<file path="config.mk">
export PLATFORM = sky130hd
export DESIGN_NAME = phase_wr_port
export DESIGN_NICKNAME = d
export VERILOG_FILES = /design/src/rtl/phase_wr_pkg.sv /design/src/rtl/phase_wr_mode.sv /design/src/rtl/phase_wr_hold.sv /design/src/rtl/phase_wr_issue.sv /design/src/rtl/phase_wr_port.sv
export SDC_FILE = /design/constraint.sdc
export NUM_CORES = 1
export LEC_CHECK = 0
export ABC_AREA = 1
export BUFFER_PORTS_ARGS = -buffer_cell sky130_fd_sc_hd__buf_4
export CORE_ASPECT_RATIO = 0.75
export CORE_MARGIN = 2
export CORE_UTILIZATION = 47
export CTS_CLUSTER_SIZE = 8
export DETAILED_ROUTE_END_ITERATION = 7
export PLACE_DENSITY = 0.86
export RECOVER_POWER = 100
export SYNTH_ARGS = -nofsm -noshare
export SYNTH_HDL_FRONTEND = slang
export SYNTH_SLANG_ARGS = --single-unit
</file>
<file path="constraint.sdc">
create_clock -name clk_i -period 1.3 [get_ports clk_i]
set_clock_uncertainty 0.05 [all_clocks]
set_input_delay 0.065 -clock clk_i [delete_from_list [all_inputs] [get_ports clk_i]]
set_output_delay 0.065 -clock clk_i [all_outputs]
set_load 0.01 [all_outputs]
</file>
<file path="src/rtl/phase_wr_pkg.sv">
`timescale 1ns/1ps
package phase_wr_pkg;
   typedef enum logic {
      MODE_NORMAL = 1'b0,
      MODE_FAST   = 1'b1
   } wr_mode_e;

   function automatic logic code_legal(int unsigned code, int unsigned limit);
      return code < limit;
   endfunction
endpackage

</file>
<file path="src/rtl/phase_wr_mode.sv">
`timescale 1ns/1ps
module phase_wr_mode
   import phase_wr_pkg::*;
(
   input  logic clk_i,
   input  logic rst_ni,
   input  logic set_i,
   input  logic val_i,
   output logic fast_o
);
   wr_mode_e mode_q;

   always_ff @(posedge clk_i or negedge rst_ni) begin
      if (!rst_ni)    mode_q <= MODE_NORMAL;
      else if (set_i) mode_q <= val_i ? MODE_FAST : MODE_NORMAL;
   end

   assign fast_o = (mode_q == MODE_FAST);
endmodule

</file>
<file path="src/rtl/phase_wr_hold.sv">
`timescale 1ns/1ps
module phase_wr_hold #(
   parameter int HALF_W   = 32,
   parameter bit HOLD_CLR = 1'b1
) (
   input  logic              clk_i,
   input  logic              rst_ni,
   input  logic              load_i,
   input  logic [HALF_W-1:0] val_i,
   output logic [HALF_W-1:0] q_o
);
   logic [HALF_W-1:0] hold_q;

   generate
      if (HOLD_CLR) begin : g_clr
         always_ff @(posedge clk_i or negedge rst_ni) begin
            if (!rst_ni)     hold_q <= '0;
            else if (load_i) hold_q <= val_i;
         end
      end else begin : g_noclr
         always_ff @(posedge clk_i) begin
            if (load_i) hold_q <= val_i;
         end
      end
   endgenerate

   assign q_o = hold_q;
endmodule

</file>
<file path="src/rtl/phase_wr_issue.sv">
`timescale 1ns/1ps
module phase_wr_issue #(
   parameter int WORD_W = 64,
   parameter int ADDR_W = 6,
   parameter int MSEL_W = 4
) (
   input  logic              clk_i,
   input  logic              rst_ni,
   input  logic              fire_i,
   input  logic              err_i,
   input  logic              wide_i,
   input  logic              srch_i,
   input  logic [ADDR_W-1:0] addr_i,
   input  logic [WORD_W-1:0] data_i,
   input  logic [MSEL_W-1:0] msel_i,
   output logic              vld_o,
   output logic              err_o,
   output logic              wide_o,
   output logic              srch_o,
   output logic [ADDR_W-1:0] addr_o,
   output logic [WORD_W-1:0] data_o,
   output logic [MSEL_W-1:0] msel_o
);
   always_ff @(posedge clk_i or negedge rst_ni) begin
      if (!rst_ni) begin
         vld_o  <= 1'b0;
         err_o  <= 1'b0;
         srch_o <= 1'b0;
         wide_o <= 1'b0;
         addr_o <= '0;
         data_o <= '0;
         msel_o <= '0;
      end else begin
         vld_o  <= fire_i;
         err_o  <= err_i;
         srch_o <= fire_i & srch_i;
         if (fire_i) begin
            wide_o <= wide_i;
            addr_o <= addr_i;
            data_o <= data_i;
            msel_o <= msel_i;
         end
      end
   end
endmodule

</file>
<file path="src/rtl/phase_wr_port.sv">
`timescale 1ns/1ps
module phase_wr_port
   import phase_wr_pkg::*;
#(
   parameter int HALF_W    = 32,
   parameter int ADDR_W    = 6,
   parameter int MSEL_W    = 4,
   parameter int NUM_MASKS = 12,
   parameter int CMP_ADDR  = 0,
   parameter int CTRL_ADDR = 62,
   parameter bit HOLD_CLR  = 1'b1
) (
   input  logic                clk_i,
   input  logic                rst_ni,
   input  logic                phase_i,
   input  logic                cs_ni,
   input  logic                wr_ni,
   input  logic [ADDR_W-1:0]   addr_i,
   input  logic [HALF_W-1:0]   data_i,
   input  logic [MSEL_W-1:0]   msel_i,
   input  logic                srch_ni,
   output logic                wr_vld_o,
   output logic                wr_wide_o,
   output logic [ADDR_W-1:0]   wr_addr_o,
   output logic [2*HALF_W-1:0] wr_data_o,
   output logic [MSEL_W-1:0]   wr_msel_o,
   output logic                wr_srch_o,
   output logic                msel_err_o,
   output logic                fast_mode_o
);
   localparam int WORD_W = 2 * HALF_W;
   localparam logic [ADDR_W-1:0] CMP_A  = ADDR_W'(CMP_ADDR);
   localparam logic [ADDR_W-1:0] CTRL_A = ADDR_W'(CTRL_ADDR);

   // elaboration-time parameter checks
   generate
      if (ADDR_W < 2) begin : g_bad_addr
         $error("ADDR_W must be at least 2");
      end
      if (NUM_MASKS < 1 || NUM_MASKS > (1 << MSEL_W)) begin : g_bad_masks
         $error("NUM_MASKS must fit the mask-select code");
      end
      if (CMP_A[ADDR_W-1] || CMP_A[0]) begin : g_bad_cmp
         $error("comparand address must be an even 64-bit target");
      end
      if (!CTRL_A[ADDR_W-1] || CTRL_A[0]) begin : g_bad_ctrl
         $error("control address must be an even 32-bit register");
      end
   endgenerate

   logic              fast_q;
   logic [HALF_W-1:0] upper_q;
   logic              sample_act, code_ok, tgt_wide, upper_only;
   logic              fire, err, hold_load, srch_hit, mode_set;
   logic [ADDR_W-1:0] eff_addr;
   logic [WORD_W-1:0] word;

   always_comb begin
      sample_act = !phase_i && !cs_ni && !wr_ni;
      code_ok    = code_legal(int'(msel_i), NUM_MASKS);
      tgt_wide   = !addr_i[ADDR_W-1];
      eff_addr   = fast_q ? {addr_i[ADDR_W-1:1], 1'b0} : addr_i;
      upper_only = !fast_q && tgt_wide && addr_i[0];
      fire       = sample_act && code_ok && !upper_only;
      err        = sample_act && !code_ok;
      hold_load  = fast_q ? phase_i : (sample_act && code_ok && upper_only);
      word       = tgt_wide ? {upper_q, data_i} : {{HALF_W{1'b0}}, data_i};
      srch_hit   = tgt_wide && (eff_addr == CMP_A) && !srch_ni;
      mode_set   = fire && !tgt_wide && (eff_addr == CTRL_A);
   end

   phase_wr_mode mode_i (
      .clk_i  (clk_i),
      .rst_ni (rst_ni),
      .set_i  (mode_set),
      .val_i  (data_i[0]),
      .fast_o (fast_q)
   );

   phase_wr_hold #(.HALF_W(HALF_W), .HOLD_CLR(HOLD_CLR)) hold_i (
      .clk_i  (clk_i),
      .rst_ni (rst_ni),
      .load_i (hold_load),
      .val_i  (data_i),
      .q_o    (upper_q)
   );

   phase_wr_issue #(.WORD_W(WORD_W), .ADDR_W(ADDR_W), .MSEL_W(MSEL_W)) issue_i (
      .clk_i  (clk_i),
      .rst_ni (rst_ni),
      .fire_i (fire),
      .err_i  (err),
      .wide_i (tgt_wide),
      .srch_i (srch_hit),
      .addr_i (eff_addr),
      .data_i (word),
      .msel_i (msel_i),
      .vld_o  (wr_vld_o),
      .err_o  (msel_err_o),
      .wide_o (wr_wide_o),
      .srch_o (wr_srch_o),
      .addr_o (wr_addr_o),
      .data_o (wr_data_o),
      .msel_o (wr_msel_o)
   );

   assign fast_mode_o = fast_q;
endmodule

</file>
Yosys cells after proc, flatten, opt, wreduce, memory -nomap -nowiden
Index checks and enable logic that the tools add are counted.
{"block": "totals", "mem_bits_ro": 0, "latch_bits": 0, "regBits": 111, "in_bits": 48, "n_memories": 0, "word_cells": 37, "output_inout_bits": 79, "ramBits": 0}
{"block": "classes", "shifts": 0, "div": 0, "n_lt_le_gt_ge": 1, "multipliers": 0, "addsub": 0, "n_eq_ne": 1, "reduce_logical": 21, "n_mux": 4, "bitwise_logic": 1}
{"cell": "two-way mux 64 bit", "count": 1}
{"cell": "logical AND 1 bit", "count": 12}
{"cell": "logical NOT 1 bit", "count": 8}
{"cell": "equality test 6 bit, second input constant", "count": 1}
{"cell": "logical NOT 6 bit", "count": 1}
{"cell": "less-than comparator 4 bit, second input constant", "count": 1}
{"cell": "two-way mux 1 bit", "count": 3}
{"cell": "AND 1 bit", "count": 1}

Longest topological paths before layout
{"block": "logic_depth", "depth_word": 7, "mapped_depth": 9, "depth_no_buf": 7}

Cells and area by module
A second synthesis with hierarchy kept.
{"block": "unflattened", "hier_cells": 559, "hier_area_um2": 4654.5}
{"module": "phase_wr_issue", "area_each_um2": 2939.1, "cells_each": 323, "seq_area_each_um2": 1951.9, "n_inst": 1}
{"module": "phase_wr_hold", "area_each_um2": 1292.5, "cells_each": 136, "seq_area_each_um2": 800.8, "n_inst": 1}
{"module": "phase_wr_port", "area_each_um2": 382.9, "cells_each": 95, "seq_area_each_um2": 0.0, "n_inst": 1}
{"module": "phase_wr_mode", "area_each_um2": 40.0, "cells_each": 5, "seq_area_each_um2": 25.0, "n_inst": 1}

Least setup slack after synthesis
No wires, ideal clock.
{"block": "synth_path", "path_kind": "register -> register", "from": "register mode_i.mode_q (netlist: mode_i.fast_o)", "to": "register issue_i.addr_o[1]", "required_time_ns": 1.127, "arrival_ns": 1.213, "n_path_buf": 3, "stages_incl_launch_ff": 10, "synth_period_minus_slack_ns": 1.386, "setup_time_ns": 0.123, "setup_slack_ns": -0.086, "path_cell_list": "dfrtp_1 -> inv_2 -> nand2_2 -> nor2_2 -> buf_6 -> nor2_8 -> buf_6 -> buf_6 -> nand2_1 -> nand2_1"}
{"block": "synth_via", "elab_chain_len": 5}
{"item": "start, declared", "line_no": "phase_wr_mode.sv:11", "source": "wr_mode_e mode_q;"}
{"item": "start signal, assigned", "line_no": "phase_wr_mode.sv:15", "source": "else if (set_i) mode_q <= val_i ? MODE_FAST : MODE_NORMAL;"}
{"item": "logical NOT 1 bit", "line_no": "phase_wr_port.sv:63", "source": "upper_only = !fast_q && tgt_wide && addr_i[0];"}
{"item": "logical AND 1 bit (2 in a row)", "line_no": "phase_wr_port.sv:63"}
{"item": "logical NOT 1 bit", "line_no": "phase_wr_port.sv:64", "source": "fire = sample_act && code_ok && !upper_only;"}
{"item": "logical AND 1 bit", "line_no": "phase_wr_port.sv:64"}
{"item": "end signal, assigned", "line_no": "phase_wr_issue.sv:39", "source": "addr_o <= addr_i;"}
{"item": "end, declared", "line_no": "phase_wr_issue.sv:20", "source": "output logic [ADDR_W-1:0] addr_o,"}
No other way between the ends.
A chain may end at the register's enable or synchronous reset.

Worst setup path after layout
{"block": "layout_path", "from": "register mode_i.mode_q (netlist: mode_i.fast_o)", "to": "register hold_i.hold_q[31] (netlist: hold_i.q_o[31])"}
{"block": "layout_via", "elab_chain_len": 5}
{"item": "logical NOT 1 bit", "line_no": "phase_wr_port.sv:63"}
{"item": "logical AND 1 bit (2 in a row)", "line_no": "phase_wr_port.sv:63"}
{"item": "logical AND 1 bit", "line_no": "phase_wr_port.sv:66", "source": "hold_load = fast_q ? phase_i : (sample_act && code_ok && upper_only);"}
{"item": "two-way mux 1 bit (*)", "line_no": "phase_wr_port.sv:66"}
{"item": "end signal, assigned", "line_no": "phase_wr_hold.sv:18", "source": "else if (load_i) hold_q <= val_i;"}
{"item": "end, declared", "line_no": "phase_wr_hold.sv:12", "source": "logic [HALF_W-1:0] hold_q;"}
Mark *: on every way between the ends. The rest lies on a longest branch, timed or not.

==> flow_summary.yaml <==
outcome:
  status: "finished, violations left"
  violations: "setup timing"
logic_synthesis:
  synthesis.nets: 542
  syn_inst: 494
  syn_avg_cell_area_um2: 9.17
  synth.distinct_cells: 22
  yosysTopAreaCell: "dfrtp_1"
  syn_area_um2: 4530
  ys_seq_elements: 111
  synth_top_area_share_pct: 61.3
  seq_area_frac_synth_pct: 61.3
  synthTopCellsByArea: "dfrtp_1 61%, nand2_1 16%, nand3_1 7.3%"
  ys_warn_count: 0
floorplanning:
  rows: 30
  die_h_um: 89.0
  chipWidth_um: 117
  die-area_um2: 10400
  coreArea_um2: 9200
  io_pins: 127
  initial_core_util_pct: 49.2
setup_path:
  endpoint_kind: "register"
  worst_path_largest_cell_delay_ps: 390
  cp_common_cell: "nand2_1"
  worst-endpoint-required_ps: 1520
  crit_arrival_ps: 1750
  start_kind: "register"
  cp_top_family: "simple AND/OR/NAND/NOR gates"
  crit_chain: "inv_2 > nand2_4 > nor2_4 > buf_12 > nand3_4 > nand2_8 > clkbuf_16 > nand2_1 > nand2_1"
  r2r-start: "mode_i.fast_o$_DFFE_PN0P_"
  worst-path-max-fanout: 6
  crit_buf_inv: 3
  setup.worst_path.class: "register to register"
  slowest_stage: "dfrtp_1"
  cp-startpoint: "mode_i.fast_o$_DFFE_PN0P_"
global_routing:
  antenna_found_initial: 0
  grt_overflow_total: 0
  grt_first_pass_wirelength_um: 22900
  grt_max_degree: 75
  grt_pass1_vias: 4436
  grt_usage_pct: 28.0
detailed_routing:
  drt-wirelength-per-cell_um: 19.1
  viasPerCell: 5.54
  dr.max_layer_used: "met4"
  drtIter0Drc: 408
  drc: 0
  vias: 4562
  wl_um: 15700
  drtPass1Iterations: 4
  ant_nets: 0
  wl_met3_um: 1330
  wl_met2_um: 7720
  wl_met1_um: 6150
final_layout:
  syn2layout_area_growth_pct: 50.7
  final_nets: 740
  antenna_cells: 0
  layout_commonest_cell: "nand2_1"
  drive_gt1_share_pct: 27.3
  design_area_um2: 6820
  final_cell_mix: "147 x nand2_1, 111 x dfrtp_1, 80 x clkbuf_1"
  fillCellCount: 666
sta:
  setup_viol: 108
  final-hold-violation-count: 0
  tightest_slew_ps: 561
  slew_headroom_pct: 62.6
  layout_setup_ws_ps: -229
  rsz0062_at_grt: "true"
  slew_viol_final: 0
  post-route-period-util_pct: 118
  fin_crit_ps: 1530
  fmax_mhz: 654
clocking:
  cts_root_buf: "clkbuf_16"
  cts_buffer_depth: 2
  cts.clk_slew.worst_paths_ps: 70
  cts_tree: "built"
  clkSinkCount: 111
  numCtsBuffers: 9
  h-tree-depth: 3
  clkLatencyLatePin_ps: 340
placed_design:
  dp_slack_ps: -512
  hpwlAfterDp_um: 7620
  post_dp_cell_area_um2: 5630
  io_buffer_count: 126
  gp_congestion: 0.797
worst_hold_path:
  min_path_type: "input pin to register"
  min-delay-start: "wr_ni"
power:
  ir_drop_mv: 0.962
  power_density_nw_per_um2: 1380
  cellLeakagePower_nw: 3.37
flow_run:
  maxCapViolCount: 0
-- registers in the layout, indices dropped and copies added, names as in the netlist --
register        cells
issue_i.data_o     64
hold_i.q_o         32
issue_i.addr_o      6
issue_i.msel_o      4
issue_i.err_o       1
issue_i.srch_o      1
issue_i.vld_o       1
issue_i.wide_o      1
mode_i.fast_o       1
-- cell usage after synthesis (all sizes together) --
cell type / number
o21a: 1
inv: 4
nor3: 1
o21ai: 73
a21oi: 1
buf: 19
clkbuf: 17
nand2: 189
nand3: 68
nor2: 9
dfrtp: 111
clkinv: 1
-- final cells by class --
cell class / count / area [um2] / area share (%)
Tap cell: 128 / 160 / 2.35
Clock buffer: 10 / 229 / 3.36
Clock inverter: 5 / 43.8 / 0.642
Timing Repair Buffer: 218 / 1720 / 25.2
Sequential cell: 111 / 2780 / 40.7
Multi-Input combinational cell: 347 / 1870 / 27.5
Inverter: 5 / 18.8 / 0.275
-- per-layer routing --
layer	global-route usage, %	vias up
met2	49.1	269
met1	34.7	2232
met4	9.64	0
met3	7.27	56
met5	0	-
li1	-	2005
-- repair_timing --
item / in CTS / in global routing
cloned: 8 / 5
resized for setup: 65 / 60
hold buffers: 43 / 0
endpoints found under the setup margin: 109 / 110
setup buffers: 21 / 1
hold endpoints to repair: 186 / 0
pin swaps: 8 / 12
-- worst min-delay path, stage by stage --
cell     delay [ps]
buf_4            80
nor2_1           70
buf_4           130
nand2_1          80
nor2_1           50
-- report_power, final --
group / internal (mW) / switching (mW)
clock network: 1.32 / 1.30
registers: 4.19 / 0.486
logic: 0.852 / 1.26
total: 6.36 / 3.05
-- stage by stage --
step | util, % | cells | hold slack [ps] | TNS, ps | power (mW)
3_3_place_gp | 61.3 | 733 | -74.0 | -30350 | 6.60
4_1_cts | 74.8 | 820 | 69.3 | -6890 | 9.57
5_1_grt | 74.2 | 824 | 142 | -17430 | 9.83
3_5_place_dp | 61.3 | 733 | -76.6 | -34040 | 6.72
6_report | 74.2 | 824 | 125 | -10690 | 9.41
2_1_floorplan | - | 494 | -281 | -3430 | 5.50
-- logic make-up after synthesis --
logic type             after synthesis  synth area share (%)
flip-flops                         111                  61.3
AND/OR/NAND/NOR                    267                  25.1
AO/OA/AOI/OAI                       75                  8.34
buffers and inverters               41                  5.25
-- final timing paths --
check,end,slack [ps],cells past startpoint
setup / recovery,hold_i.q_o[31]$_DFFE_PN0P_,-230,9
hold / removal,issue_i.err_o$_DFF_PN0_,130,5
setup reg to reg,hold_i.q_o[31]$_DFFE_PN0P_,-230,9
hold reg to reg,issue_i.addr_o[2]$_DFFE_PN0P_,440,2
max in group asynchronous,issue_i.data_o[51]$_DFFE_PN0P_,200,3
min in group asynchronous,issue_i.addr_o[4]$_DFFE_PN0P_,200,2
(Power assumes the default switching activity.)
